`src/rtl/silence_mute_pkg.sv`:
```
package silence_mute_pkg;

   typedef enum logic [1:0] {
      RATE_48K  = 2'd0,
      RATE_44K1 = 2'd1,
      RATE_32K  = 2'd2,
      RATE_96K  = 2'd3
   } rate_e;

   function automatic int unsigned max4(input int unsigned a, input int unsigned b,
                                        input int unsigned c, input int unsigned d);
      int unsigned m;
      m = a;
      if (b > m) m = b;
      if (c > m) m = c;
      if (d > m) m = d;
      return m;
   endfunction

endpackage

```
`src/rtl/silence_zero_det.sv`:
```
module silence_zero_det #(
   parameter int NCH = 6,
   parameter int W   = 24
) (
   input  logic [NCH*W-1:0] sample_i,
   output logic             all_zero_o
);
   logic [NCH-1:0] ch_busy;

   for (genvar k = 0; k < NCH; k++) begin : g_ch
      assign ch_busy[k] = |sample_i[k*W +: W];
   end

   assign all_zero_o = ~|ch_busy;
endmodule

```
`src/rtl/silence_limit_sel.sv`:
```
module silence_limit_sel
   import silence_mute_pkg::*;
#(
   parameter int unsigned LIM_48K  = 24000,
   parameter int unsigned LIM_44K1 = 22050,
   parameter int unsigned LIM_32K  = 16000,
   parameter int unsigned LIM_96K  = 48000,
   parameter int          CNT_W    = 16
) (
   input  logic [1:0]       rate_i,
   output logic [CNT_W-1:0] limit_o
);
   always_comb begin
      unique case (rate_e'(rate_i))
         RATE_48K:  limit_o = CNT_W'(LIM_48K);
         RATE_44K1: limit_o = CNT_W'(LIM_44K1);
         RATE_32K:  limit_o = CNT_W'(LIM_32K);
         RATE_96K:  limit_o = CNT_W'(LIM_96K);
         default:   limit_o = CNT_W'(LIM_48K);
      endcase
   end
endmodule

```
`src/rtl/silence_run_cnt.sv`:
```
module silence_run_cnt #(
   parameter int CNT_W = 16
) (
   input  logic             clk,
   input  logic             rst_n,
   input  logic             enable_i,
   input  logic             stb_i,
   input  logic             zero_i,
   input  logic [CNT_W-1:0] limit_i,
   output logic             mute_o
);
   logic [CNT_W-1:0] run_q;
   logic [CNT_W:0]   run_inc;
   logic             mute_q;

   assign run_inc = {1'b0, run_q} + 1'b1;

   always_ff @(posedge clk) begin
      if (!rst_n) begin
         run_q  <= '0;
         mute_q <= 1'b0;
      end else if (!enable_i) begin
         run_q  <= '0;
         mute_q <= 1'b0;
      end else if (stb_i) begin
         if (!zero_i) begin
            run_q  <= '0;
            mute_q <= 1'b0;
         end else if (run_inc >= {1'b0, limit_i}) begin
            run_q  <= limit_i;
            mute_q <= 1'b1;
         end else begin
            run_q  <= run_inc[CNT_W-1:0];
         end
      end
   end

   assign mute_o = mute_q;
endmodule

```
`src/rtl/silence_mute.sv`:
```
module silence_mute
   import silence_mute_pkg::*;
#(
   parameter int          NCH      = 6,
   parameter int          W        = 24,
   parameter int unsigned LIM_48K  = 24000,
   parameter int unsigned LIM_44K1 = 22050,
   parameter int unsigned LIM_32K  = 16000,
   parameter int unsigned LIM_96K  = 48000
) (
   input  logic             clk,
   input  logic             rst_n,
   input  logic             frame_stb_i,
   input  logic [NCH*W-1:0] sample_i,
   input  logic [1:0]       rate_i,
   input  logic             amute_dis_i,
   input  logic             zdet_off_i,
   output logic             mute_o
);
   localparam int unsigned LIM_MAX = max4(LIM_48K, LIM_44K1, LIM_32K, LIM_96K);
   localparam int          CNT_W   = $clog2(LIM_MAX + 1);

   if (NCH < 1 || W < 1) begin : g_bad_shape
      initial $fatal(1, "silence_mute: NCH and W must be at least 1");
   end
   if (LIM_48K < 1 || LIM_44K1 < 1 || LIM_32K < 1 || LIM_96K < 1) begin : g_bad_limit
      initial $fatal(1, "silence_mute: every frame limit must be at least 1");
   end

   logic             all_zero;
   logic [CNT_W-1:0] limit;
   logic             det_en;

   assign det_en = !amute_dis_i && !zdet_off_i;

   silence_zero_det #(.NCH(NCH), .W(W)) u_zero (
      .sample_i   (sample_i),
      .all_zero_o (all_zero)
   );

   silence_limit_sel #(
      .LIM_48K(LIM_48K), .LIM_44K1(LIM_44K1),
      .LIM_32K(LIM_32K), .LIM_96K(LIM_96K), .CNT_W(CNT_W)
   ) u_limit (
      .rate_i  (rate_i),
      .limit_o (limit)
   );

   silence_run_cnt #(.CNT_W(CNT_W)) u_cnt (
      .clk      (clk),
      .rst_n    (rst_n),
      .enable_i (det_en),
      .stb_i    (frame_stb_i),
      .zero_i   (all_zero),
      .limit_i  (limit),
      .mute_o   (mute_o)
   );
endmodule

```
`config.mk`:
```
export PLATFORM = sky130hd
export DESIGN_NAME = silence_mute
export DESIGN_NICKNAME = d
export VERILOG_FILES = /design/src/rtl/silence_mute_pkg.sv /design/src/rtl/silence_zero_det.sv /design/src/rtl/silence_limit_sel.sv /design/src/rtl/silence_run_cnt.sv /design/src/rtl/silence_mute.sv
export SDC_FILE = /design/constraint.sdc
export NUM_CORES = 1
export LEC_CHECK = 0
export BUFFER_PORTS_ARGS = -buffer_cell sky130_fd_sc_hd__buf_2
export CAP_MARGIN = 30
export CORE_MARGIN = 2
export CORE_UTILIZATION = 39
export DETAILED_ROUTE_END_ITERATION = 10
export MAX_ROUTING_LAYER = met4
export PLACE_DENSITY = 0.82
export SLEW_MARGIN = 15
export SYNTH_ARGS = -nofsm -noshare
export SYNTH_HDL_FRONTEND = slang
export SYNTH_SLANG_ARGS = --single-unit
```
`constraint.sdc`:
```
create_clock -name clk -period 4.09 [get_ports clk]
set_clock_uncertainty 0.1 [all_clocks]
set_input_delay 0.2045 -clock clk [delete_from_list [all_inputs] [get_ports clk]]
set_output_delay 0.2045 -clock clk [all_outputs]
set_load 0.1 [all_outputs]
```
### After elaboration in Yosys (flattened, before gate mapping)

Cells that the tools add are included.

* register bits after elaboration: 17
* word-level logic and storage cells: 20
* output and inout bits: 1

* $lt $le $gt $ge: 1
* reductions and logical operators: 8
* add/subtract/negate cells: 1
* eq/ne operators: 3
* mux-type cells: 5

Operators by type and width (number)
* $reduce_or 144->1: 1
* $pmux 16 s4: 1
* $mux 16: 2
* $add 16x1->17 const B: 1
* $ge 17x16->1: 1
* $eq 2x2->1 const B: 2
* $reduce_and 2->1: 2
* $eq 2x1->1 const B: 1
* $logic_not 1->1: 2
* $logic_not 2->1: 1
* $mux 1: 2
* $reduce_bool 2->1: 1
* $logic_and 1x1->1: 1

### Logic depth before layout (Yosys ltp)

Gate-level depths: netlist of run 1.

* depth in word-level cells: 5
* mapped depth: 16

### Modules after synthesis

A second synthesis of run 1 with hierarchy kept.

* cell total of the unflattened synthesis: 258
* area total of the unflattened synthesis: 1950.6 um2

Modules (own cells, without submodules)
* silence_run_cnt: times used 1, area an instance 1451.4 um2, cells an instance 185
* silence_zero_det: times used 1, area an instance 312.8 um2, cells an instance 48
* silence_limit_sel: times used 1, area an instance 182.7 um2, cells an instance 24
* silence_mute: times used 1, area an instance 3.8 um2, cells an instance 1

### Worst setup path after synthesis of run 1

Ideal clock, no wire load.

* kind: register to register
* start point: register u_cnt.run_q[2]
* end point: register u_cnt.run_q[7]
* path slack: 600 ps
* stages on the path, launching flop included: 16
* arrival time: 3270 ps
* library setup time: 120 ps
* buffers on the path: 3
* period minus slack after synthesis: 3490 ps
* path through: dfxtp_1 nand3_1 nor4_1 nand3_1 xnor2_1 ha_1 nand3_1 a311oi_1 o21ai_0 a311o_1 buf_6 and2_4 buf_6 buf_6 a31oi_1 o2bb2ai_1

* cells in the longest elaborated chain, start to end: 4

RTL lines
* from (decl): RTL line silence_run_cnt.sv:12 `logic [CNT_W-1:0] run_q;`
* from (signal assigned): RTL line silence_run_cnt.sv:30 `run_q <= limit_i;`
* from (signal assigned): RTL line silence_run_cnt.sv:33 `run_q <= run_inc[CNT_W-1:0];`
* $add 16x1->17 *: RTL line silence_run_cnt.sv:16 `assign run_inc = {1'b0, run_q} + 1'b1;`
* $ge 17x16->1: RTL line silence_run_cnt.sv:29 `end else if (run_inc >= {1'b0, limit_i}) begin`
* $mux 16 *: RTL line silence_run_cnt.sv:29
* $mux 16 *: RTL line silence_run_cnt.sv:26 `if (!zero_i) begin`

Every way passes the cells marked *; elsewhere a longest branch is shown, timed or not.
A chain may end at the register's enable or synchronous reset.

### Final worst setup path of run 1

* start point: register u_cnt.run_q[0]
* end point: register u_cnt.run_q[3]

Same word-level chain as after synthesis.

==> impl_metrics.ini, run 1 <==
[status]
status = completed

[pwr]
power_frac_clock_pct = 32.7
power.share.switching_pct = 26.6
p_leak_uw = 0.00123
irDropWorstVdd_mv = 0.0942
p_comb_share_pct = 26.3
power.density_nw_per_um2 = 156
p_sw_uw = 107
p_int_uw = 296
seq_power_share_pct = 41.0

[clocking]
cts_tree = done
cts_hold_buf = 0
clock_path_buffers = 2
cts_resized = 0
path_clk_slew_ns = 0.07
cts_made_buffers = 3
clock_sinks = 17
cts_max_level = 1
clk_latency_ns = 0.26
cts_setup_buffers = 0
cts_root_buffer = clkbuf_8

[timing]
period_minus_slack_ns = 3.77
setup_violations = 0
tns_ns = 0
maxSlewHeadroom_pct = 47.0
fin_hold_ws_ns = 0.198
fin_crit_sh_pct = 92.3
rsz0062_at_grt = false
finalWorstSetupSlack_ns = 0.317
tightest_slew_ns = 0.792
slew_violations = 0
fmax_ghz = 0.265
hold_viol = 0

[synth]
ys_seq_elements = 17
postSynth.asyncResetShare_pct = 0
seq_area_frac_synth_pct = 19.4
synth-edff-count = 0
ys.flop_type = dfxtp_1
avgSynthCellArea_um2 = 7.81
syn_area_um2 = 1760
synth_cell_types = 48
syn_nets = 393
synthCells = 225
ys_warn_count = 0

[setup_path]
crit_chain = ha_1, nand3_2, nor3_1, nand3_1, xnor2_1, ha_1, nand3_1, a311oi_1, o21ai_0, a311o_1, and2_4, a31o_1, a21o_1
endpoint_kind = flip-flop
critPathTopFamily = simple AND/OR/NAND/NOR gates
required_ns = 4.15
crit_slowest_cell = nor3_1
startpoint = u_cnt.run_q[0]$_SDFFE_PN0P_
cp.arrival_ns = 3.83
cp.buffers_inverters = 0
r2r_start = u_cnt.run_q[0]$_SDFFE_PN0P_
critical_path_class = flip-flop to flip-flop
cp_max_fo = 18
critPathMaxStageDelay_ns = 0.46
critPathLaunchType = flip-flop

[drt]
drc = 0
wl_per_cell_um = 16.8
ant_nets = 0
vias = 2458
via_per_inst = 5.76
wl_mm = 7.18
drt_iter0_markers = 189
first_pass_iters = 5

[global_routing]
grt-busiest-layer = met2
grt_first_pass_wirelength_mm = 10.7
grt_max_degree = 19
antenna_found_initial = 0
grt_pass1_vias = 2313
grtUsageMet2_pct = 48.9
grt_overflow = 0
met3_usage_pct = 1.57
use_met1_pct = 34.7
grt.total_usage_pct = 28.3

[worst_hold_path]
hp-class = input port to flip-flop
hold_start = frame_stb_i

[die]
die_h_um = 71.1
start_util_pct = 40.4
rows = 24
die_x_um = 71.1
dieArea_um2 = 5060
ioPinCount = 152
core_um2 = 4350

[layout]
area_growth_syn_to_layout_pct = 47.3
utilization_pct = 59.5
final_cell_area_um2 = 2590
nFillCells = 399
nets = 544
drive_above_1_share_pct = 45.1
diodes = 0

[place]
hpwl_mm = 6.17
post-place-ws_ns = 0.374
globalplace.congestion = 0.971
post_dp_cell_area_um2 = 2540
portBuffers = 151

[job]
cap_violations = 0
cell families (layout without fill, tap and decap cells):
family / after synthesis / in the layout / synth area share, %
multiplexers: 1 / 1 / 0.569
adder cells (fa/ha/maj): 17 / 17 / 12.1
AO/OA/AOI/OAI: 55 / 55 / 20.6
flip-flops: 17 / 17 / 19.4
AND/OR/NAND/NOR: 108 / 108 / 37.1
buffers and inverters: 16 / 166 / 4.77
XOR/XNOR: 11 / 11 / 5.48
state kept, by name, summed over array words and instances, names as in the netlist:
| name | count |
|---|---|
| u_cnt.mute_o | 1 |
| u_cnt.run_q | 16 |
layout make-up:
cell class                 instances  area, um^2  area share (%)
sequential                        17         340            13.1
clock buffer                       4        45.0            1.74
inverter                           9        33.8            1.30
multi-input combinational        192        1330            51.5
timing repair buffer             153         771            29.8
tap                               52        65.1            2.51
synth_stat cells (2+ instances only):
master     count  area share [%]
o2bb2ai_1      2             1.0
and3_1         2            0.71
a311oi_1       2             1.0
nand2b_1       3             1.1
ha_1          17              12
nor3_1         4             1.1
a21oi_1       17             4.8
or4_1          2            0.85
clkbuf_1       3            0.64
o21ai_0       12             3.4
a31o_2         2             1.0
inv_1          9             1.9
nor2_1         9             1.9
xnor2_1        7             3.5
nand3_1       13             3.7
a31o_1         2             1.0
xor2_1         4             2.0
nand4_1       11             3.9
buf_6          3             1.9
nand2_1       13             2.8
nor2b_1        3             1.1
a211oi_1       2            0.85
nor4_1        38              14
dfxtp_1       17              19
a21o_1         3             1.3
a31oi_1        2            0.71
a22o_1         2             1.0
final timing paths:
| path | cells past startpoint | to | slack [ns] |
|---|---|---|---|
| worst min-delay path | 3 | u_cnt.mute_o$_SDFFE_PN0P_ | 0.20 |
| worst min register to register | 2 | u_cnt.mute_o$_SDFFE_PN0P_ | 0.39 |
| worst max register to register | 13 | u_cnt.run_q[3]$_SDFFE_PN0P_ | 0.32 |
| worst max-delay path | 13 | u_cnt.run_q[3]$_SDFFE_PN0P_ | 0.32 |
cell usage in the layout (no fill, tap or decap), drive strengths merged, types with 9 or more instances in the layout:
cell and instances:
a21oi 17, nor4 39, dfxtp 17, ha 17, inv 9, nand3 14, nand4 11, nand2 13
buf 153, nor2 9, o21ai 13
power by group through the flow:
stage,sequential (uW),clock (uW),combinational (uW)
after floorplan,169,0,22.6
after global placement,169,0,103
after detailed placement,169,0,105
after CTS,165,133,106
after global routing,165,142,116
final,165,132,106
metal layers:
metal,vias to the layer above,routed length [um]
met3,23,491
met4,0,272
li1,1189,-
met5,-,0
met2,138,3660
met1,1108,2760
worst register-to-register path, delay by kind of cell, from the launching register on:
family                   cells  cell delay [ns]
AO/OA/AOI/OAI                5             1.13
XOR/XNOR                     1             0.18
adder cells (fa/ha/maj)      2             0.58
flip-flops                   1             0.43
AND/OR/NAND/NOR              5             1.25
through the flow:
step                      power [uW]  cells
after floorplan                  192    225
after global placement           272    423
after detailed placement         274    423
after CTS                        405    427
after global routing             424    427
final                            403    427
(Power assumes the default switching activity.)
==> inputs of run 2 (changes only) <==
--- a/config.mk
+++ b/config.mk
@@ -10,7 +10,6 @@
 export CORE_MARGIN = 2
 export CORE_UTILIZATION = 39
 export DETAILED_ROUTE_END_ITERATION = 10
-export MAX_ROUTING_LAYER = met4
 export PLACE_DENSITY = 0.82
 export SLEW_MARGIN = 15
 export SYNTH_ARGS = -nofsm -noshare
==> run 2 against run 1 <==
Effect of this change: via count up 0.16%; maximum frequency about the same; first-iteration DRC count down 10%; die area unchanged; core utilization unchanged; count of clock-buffer cells in the layout unchanged; sequential share of layout area unchanged; highest routed layer unchanged; total power down 0.15%; critical path type unchanged; wire length down 0.26%; global-route usage down 0.79 points; combinational power about the same.
==> impl_metrics.ini, run 2 (synthesis gave the netlist of run 1 again) <==
[status]
status = completed

[die]
ioPinCount = 152
rows = 24
die_x_um = 71.1
start_util_pct = 40.4
dieArea_um2 = 5060
die_h_um = 71.1
core_um2 = 4350

[global_routing]
use_met1_pct = 34.4
grt_first_pass_wirelength_mm = 10.7
grt_max_degree = 19
met3_usage_pct = 2.14
antenna_found_initial = 0
grt_pass1_vias = 2309
grt_overflow = 0
grt.total_usage_pct = 27.5
grt-busiest-layer = met2
grtUsageMet2_pct = 49.2

[pwr]
seq_power_share_pct = 41.1
power_frac_clock_pct = 32.6
irDropWorstVdd_mv = 0.0926
p_leak_uw = 0.00123
power.total_uw = 403
p_int_uw = 296
power.share.switching_pct = 26.5
p_sw_uw = 107
p_comb_share_pct = 26.3
power.density_nw_per_um2 = 156

[clocking]
cts_resized = 0
cts_hold_buf = 0
cts_made_buffers = 3
cts_tree = done
cts_max_level = 1
cts_root_buffer = clkbuf_8
clock_sinks = 17
path_clk_slew_ns = 0.07
clock_path_buffers = 2
clk_latency_ns = 0.26
cts_setup_buffers = 0

[layout]
regMostFlops = u_cnt.run_q
instances_no_fill = 427
area_growth_syn_to_layout_pct = 47.3
layout_commonest_cell = buf_2
final_cell_mix = buf_2, nor4_1, a21oi_1, ha_1, dfxtp_1
nets = 544
largest_register_ffs = 16
drive_above_1_share_pct = 45.1
diodes = 0

[setup_path]
reg2reg_to = u_cnt.run_q[10]$_SDFFE_PN0P_
cp_max_fo = 18
crit_slowest_cell = nor3_1
cp.arrival_ns = 3.81
critPathTopFamily = simple AND/OR/NAND/NOR gates
r2r_setup_slack_ns = 0.32
critPathLaunchType = flip-flop
r2r_start = u_cnt.run_q[0]$_SDFFE_PN0P_
crit_chain = ha_1, nand3_2, nor3_1, nand3_1, xnor2_1, ha_1, nand3_1, a311oi_1, o21ai_0, a311o_1, and2_4, a31o_2, o2bb2ai_1
required_ns = 4.13
critPathMaxStageDelay_ns = 0.46
r2r_cells = 13
critical_path_class = flip-flop to flip-flop
endpoint_kind = flip-flop
cp.buffers_inverters = 0

[worst_hold_path]
hold_depth = 3
holdPathEnd = u_cnt.mute_o$_SDFFE_PN0P_
hp-class = input port to flip-flop
hold_start = frame_stb_i

[timing]
period_minus_slack_ns = 3.77
maxSlewHeadroom_pct = 47.5
rsz0062_at_grt = false
fin_crit_sh_pct = 92.2
tightest_slew_ns = 0.784
finalWorstSetupSlack_ns = 0.319
fmax_ghz = 0.265
hold_viol = 0
setup_violations = 0
slew_violations = 0
tns_ns = 0

[drt]
first_pass_iters = 5
wl_per_cell_um = 16.8
wl_mm = 7.16
drc = 0
vias = 2462
drt_iter0_markers = 170
ant_nets = 0
via_per_inst = 5.77

[place]
hpwl_mm = 6.17
placed_cells = 423
portBuffers = 151
globalplace.congestion = 0.953
post-place-ws_ns = 0.374

[job]
cap_violations = 0
run 2: worst max path at each step:
stage,cells past startpoint,from,slack (ns),endpoint
3_5_place_dp,13,u_cnt.run_q[0]$_SDFFE_PN0P_,0.37,u_cnt.run_q[4]$_SDFFE_PN0P_
6_report,13,u_cnt.run_q[0]$_SDFFE_PN0P_,0.32,u_cnt.run_q[10]$_SDFFE_PN0P_
5_1_grt,13,u_cnt.run_q[0]$_SDFFE_PN0P_,0.09,u_cnt.run_q[4]$_SDFFE_PN0P_
3_3_place_gp,13,u_cnt.run_q[0]$_SDFFE_PN0P_,0.57,u_cnt.run_q[4]$_SDFFE_PN0P_
2_1_floorplan,15,u_cnt.run_q[2]$_SDFFE_PN0P_,0.60,u_cnt.run_q[7]$_SDFFE_PN0P_
4_1_cts,13,u_cnt.run_q[0]$_SDFFE_PN0P_,0.36,u_cnt.run_q[4]$_SDFFE_PN0P_
run 2: worst reg2reg max path: cells and delay by family (launching register included):
kind	cells	cell delay [ns]
compound gates	5	1.11
fa+ha+maj	2	0.59
xor+xnor	1	0.18
simple gates	5	1.25
flops	1	0.43
run 2: layer usage:
metal	share of wire (%)	vias up	routed length (um)
met5	0	-	0
met4	3.2	0	228
met3	6.4	24	460
met2	52	139	3700
met1	39	1107	2780
li1	-	1192	-
run 2: final cells by class:
class	count	area, um^2
Inverter	9	33.8
Fill cell	399	1770
Timing Repair Buffer	153	771
Sequential cell	17	340
Tap cell	52	65.1
Clock buffer	4	45.0
Multi-Input combinational cell	192	1330
run 2: through the flow:
step | util, % | hold WS [ns] | instance area [um^2]
after detailed placement | 58.4 | 0.377 | 2540
after CTS | 59.5 | 0.190 | 2590
after floorplan | - | 0.326 | 1760
after global placement | 58.4 | 0.376 | 2540
final | 59.5 | 0.199 | 2590
after global routing | 59.5 | 0.207 | 2590
run 2: power groups by stage:
stage / combinational [uW] / clock [uW] / sequential (uW)
after floorplan: 22.6 / 0 / 169
after global placement: 103 / 0 / 169
after detailed placement: 105 / 0 / 169
after CTS: 106 / 133 / 165
after global routing: 116 / 142 / 165
final: 106 / 131 / 165
==> inputs of run 3 (changes only) <==
--- a/config.mk
+++ b/config.mk
@@ -8,10 +8,11 @@
 export BUFFER_PORTS_ARGS = -buffer_cell sky130_fd_sc_hd__buf_2
 export CAP_MARGIN = 30
 export CORE_MARGIN = 2
-export CORE_UTILIZATION = 39
+export CORE_UTILIZATION = 40
 export DETAILED_ROUTE_END_ITERATION = 10
-export PLACE_DENSITY = 0.82
+export PLACE_DENSITY = 0.81
 export SLEW_MARGIN = 15
 export SYNTH_ARGS = -nofsm -noshare
 export SYNTH_HDL_FRONTEND = slang
+export SYNTH_HIERARCHICAL = 1
 export SYNTH_SLANG_ARGS = --single-unit
==> run 3 against run 2 <==
Effect of this change: die area rose by 7.7%; combinational power grew 8%; critical path depth down 2; clock power fell by 3%; count of clock-buffer cells in the layout unchanged; worst hold slack worse by 0.051 ns; critical endpoint is now u_cnt/run_q[2]$_SDFFE_PN0P_.
==> impl_metrics.ini, run 3 <==
[status]
status = completed

[synth]
synthSimpleGateAreaFrac_pct = 33.4
synth_top_area_share_pct = 17.4
synth-edff-count = 0
avgSynthCellArea_um2 = 7.56
synth_fa_ha_area_share_pct = 15.4
seq_area_frac_synth_pct = 17.4
postSynth.asyncResetShare_pct = 0
syn_area_um2 = 1950
synth.most_common_cell = nor4_1
synthCells = 258
netlist_top_cells_area = dfxtp_1, ha_1, nor4_1, mux2i_1, nand4_1
ys_seq_elements = 17
ys.flop_type = dfxtp_1
yosysTopAreaCell = dfxtp_1
synth-compound-area-share_pct = 10.1
synth_top_family_by_area = simple AND/OR/NAND/NOR gates
synth_common_cells = nor4_1, ha_1, inv_1, dfxtp_1, nand2_1
synth_xor_area_share_pct = 6.29
synthMuxAreaShare_pct = 6.67
ys_warn_count = 6
synth_cell_types = 39

[die]
core_um2 = 4720
start_util_pct = 41.3
die_x_um = 73.8
die_h_um = 73.8
dieArea_um2 = 5450
ioPinCount = 152
rows = 25

[clocking]
cts_hold_buf = 0
cts_root_buffer = clkbuf_8
clock_sinks = 17
path_clk_slew_ns = 0.07
clock_path_buffers = 2
cts_made_buffers = 3
cts_max_level = 1
cts_resized = 0
cts_setup_buffers = 0
cts_tree = done
clk_latency_ns = 0.25

[setup_path]
timing.critical_path.mode_cell = nand3_1
required_ns = 4.18
critical_path_class = flip-flop to flip-flop
critPathLaunchType = flip-flop
startpoint = u_cnt/run_q[2]$_SDFFE_PN0P_
r2r_start = u_cnt/run_q[2]$_SDFFE_PN0P_
cp.arrival_ns = 3.80
cp_max_fo = 24
crit_chain = nand3_1, nor2_1, nand3_1, xnor2_1, ha_1, a21oi_1, nand3_1, a211oi_1, nand3_2, o31ai_1, a221o_1
endpoint_kind = flip-flop
crit_slowest_cell = nand3_2
critPathMaxStageDelay_ns = 0.54

[drt]
wl_per_cell_um = 14.3
via_per_inst = 5.29
vias = 2477
drt_iter0_markers = 224
first_pass_iters = 5
ant_nets = 0
wl_mm = 6.68
drc = 0

[layout]
drive_above_1_share_pct = 39.7
utilization_pct = 58.1
nets = 577
layout_commonest_cell = buf_2
largest_register_ffs = 16
area_growth_syn_to_layout_pct = 40.6
diodes = 0
final_cell_mix = buf_2, nor4_1, inv_1, ha_1
nFillCells = 434
final_cell_area_um2 = 2740
regMostFlops = u_cnt/run_q

[timing]
tns_ns = 0
tightest_slew_ns = 0.795
fin_hold_ws_ns = 0.148
rsz0062_at_grt = false
hold_viol = 0
fin_crit_sh_pct = 90.6
fmax_ghz = 0.270
slew_violations = 0
period_minus_slack_ns = 3.71
setup_violations = 0
maxSlewHeadroom_pct = 46.8

[place]
post_dp_cell_area_um2 = 2700
globalplace.congestion = 0.927
hpwl_mm = 5.80
portBuffers = 151

[pwr]
p_leak_uw = 0.00133
irDropWorstVdd_mv = 0.0888
power.density_nw_per_um2 = 148

[global_routing]
antenna_found_initial = 0
grt_max_degree = 25
grt_overflow = 0
grt.total_usage_pct = 24.9
grt_pass1_vias = 2355
grt_first_pass_wirelength_mm = 10.6

[job]
cap_violations = 0

[worst_hold_path]
hold_start = rst_n
hp-class = input port to flip-flop
[run 3: cell types whose count changed in the layout (fill, tap and decap cells not counted), moves of 3 or more]
cell	before	now
ha_1	17	24
conb_1	0	5
or2_1	0	3
a221o_1	0	3
a21oi_1	17	8
o31ai_1	0	3
mux2i_1	1	13
nand4_1	11	16
nor2_1	9	13
nand2_1	13	17
a21o_1	3	0
inv_1	9	24
xor2_1	4	7
[run 3: metal layers]
metal / part of all wire [%] / up-vias / global-route usage (%) / wire length, um
met5: 0 / - / 0 / 0
li1: - / 1231 / - / -
met2: 49 / 133 / 45.1 / 3270
met3: 9.0 / 14 / 5.90 / 601
met4: 1.1 / 0 / 4.44 / 74
met1: 41 / 1099 / 29.9 / 2730
[run 3: cells by family after synthesis]
family,after synthesis
buffers and inverters,40
adder cells (fa/ha/maj),24
other,2
AND/OR/NAND/NOR,116
flip-flops,17
AO/OA/AOI/OAI,32
XOR/XNOR,14
multiplexers,13
[run 3: area by class of cell]
type / instances / area (um^2) / share of cell area (%)
inverters: 24 / 90.1 / 3.28
repair buffers: 152 / 763 / 27.8
well taps: 67 / 83.8 / 3.06
clock buffers: 4 / 45.0 / 1.64
multi-input cells: 204 / 1420 / 51.8
flip-flops and latches: 17 / 340 / 12.4
[run 3: path summary, 6_finish.rpt]
path,to,slack [ns],depth (start not counted)
worst max-delay path,u_cnt/run_q[2]$_SDFFE_PN0P_,0.38,11
worst min-delay path,u_cnt/mute_o$_SDFFE_PN0P_,0.15,3
worst max register to register,u_cnt/run_q[2]$_SDFFE_PN0P_,0.38,11
worst min register to register,u_cnt/run_q[1]$_SDFFE_PN0P_,0.39,2
[run 3: metrics by stage]
| stage | setup slack, ns | power [uW] | std cells |
|---|---|---|---|
| final | 0.383 | 406 | 468 |
| after global routing | 0.136 | 427 | 468 |
| after CTS | 0.490 | 409 | 468 |
| after detailed placement | 0.550 | 282 | 464 |
| after global placement | 0.717 | 279 | 464 |
| after floorplan | 1.22 | 204 | 261 |
[run 3: power by group]
group / switching (uW) / internal, uW
Combinational: 48.9 / 64.6
Clock: 58.0 / 69.1
Sequential: 0.00000436 / 165
[run 3: critical path, delay by kind of cell (launching register included)]
family,cells,cell delay [ns]
simple gates,5,1.45
compound gates,4,1.08
flops,1,0.45
fa+ha+maj,1,0.32
xor+xnor,1,0.24
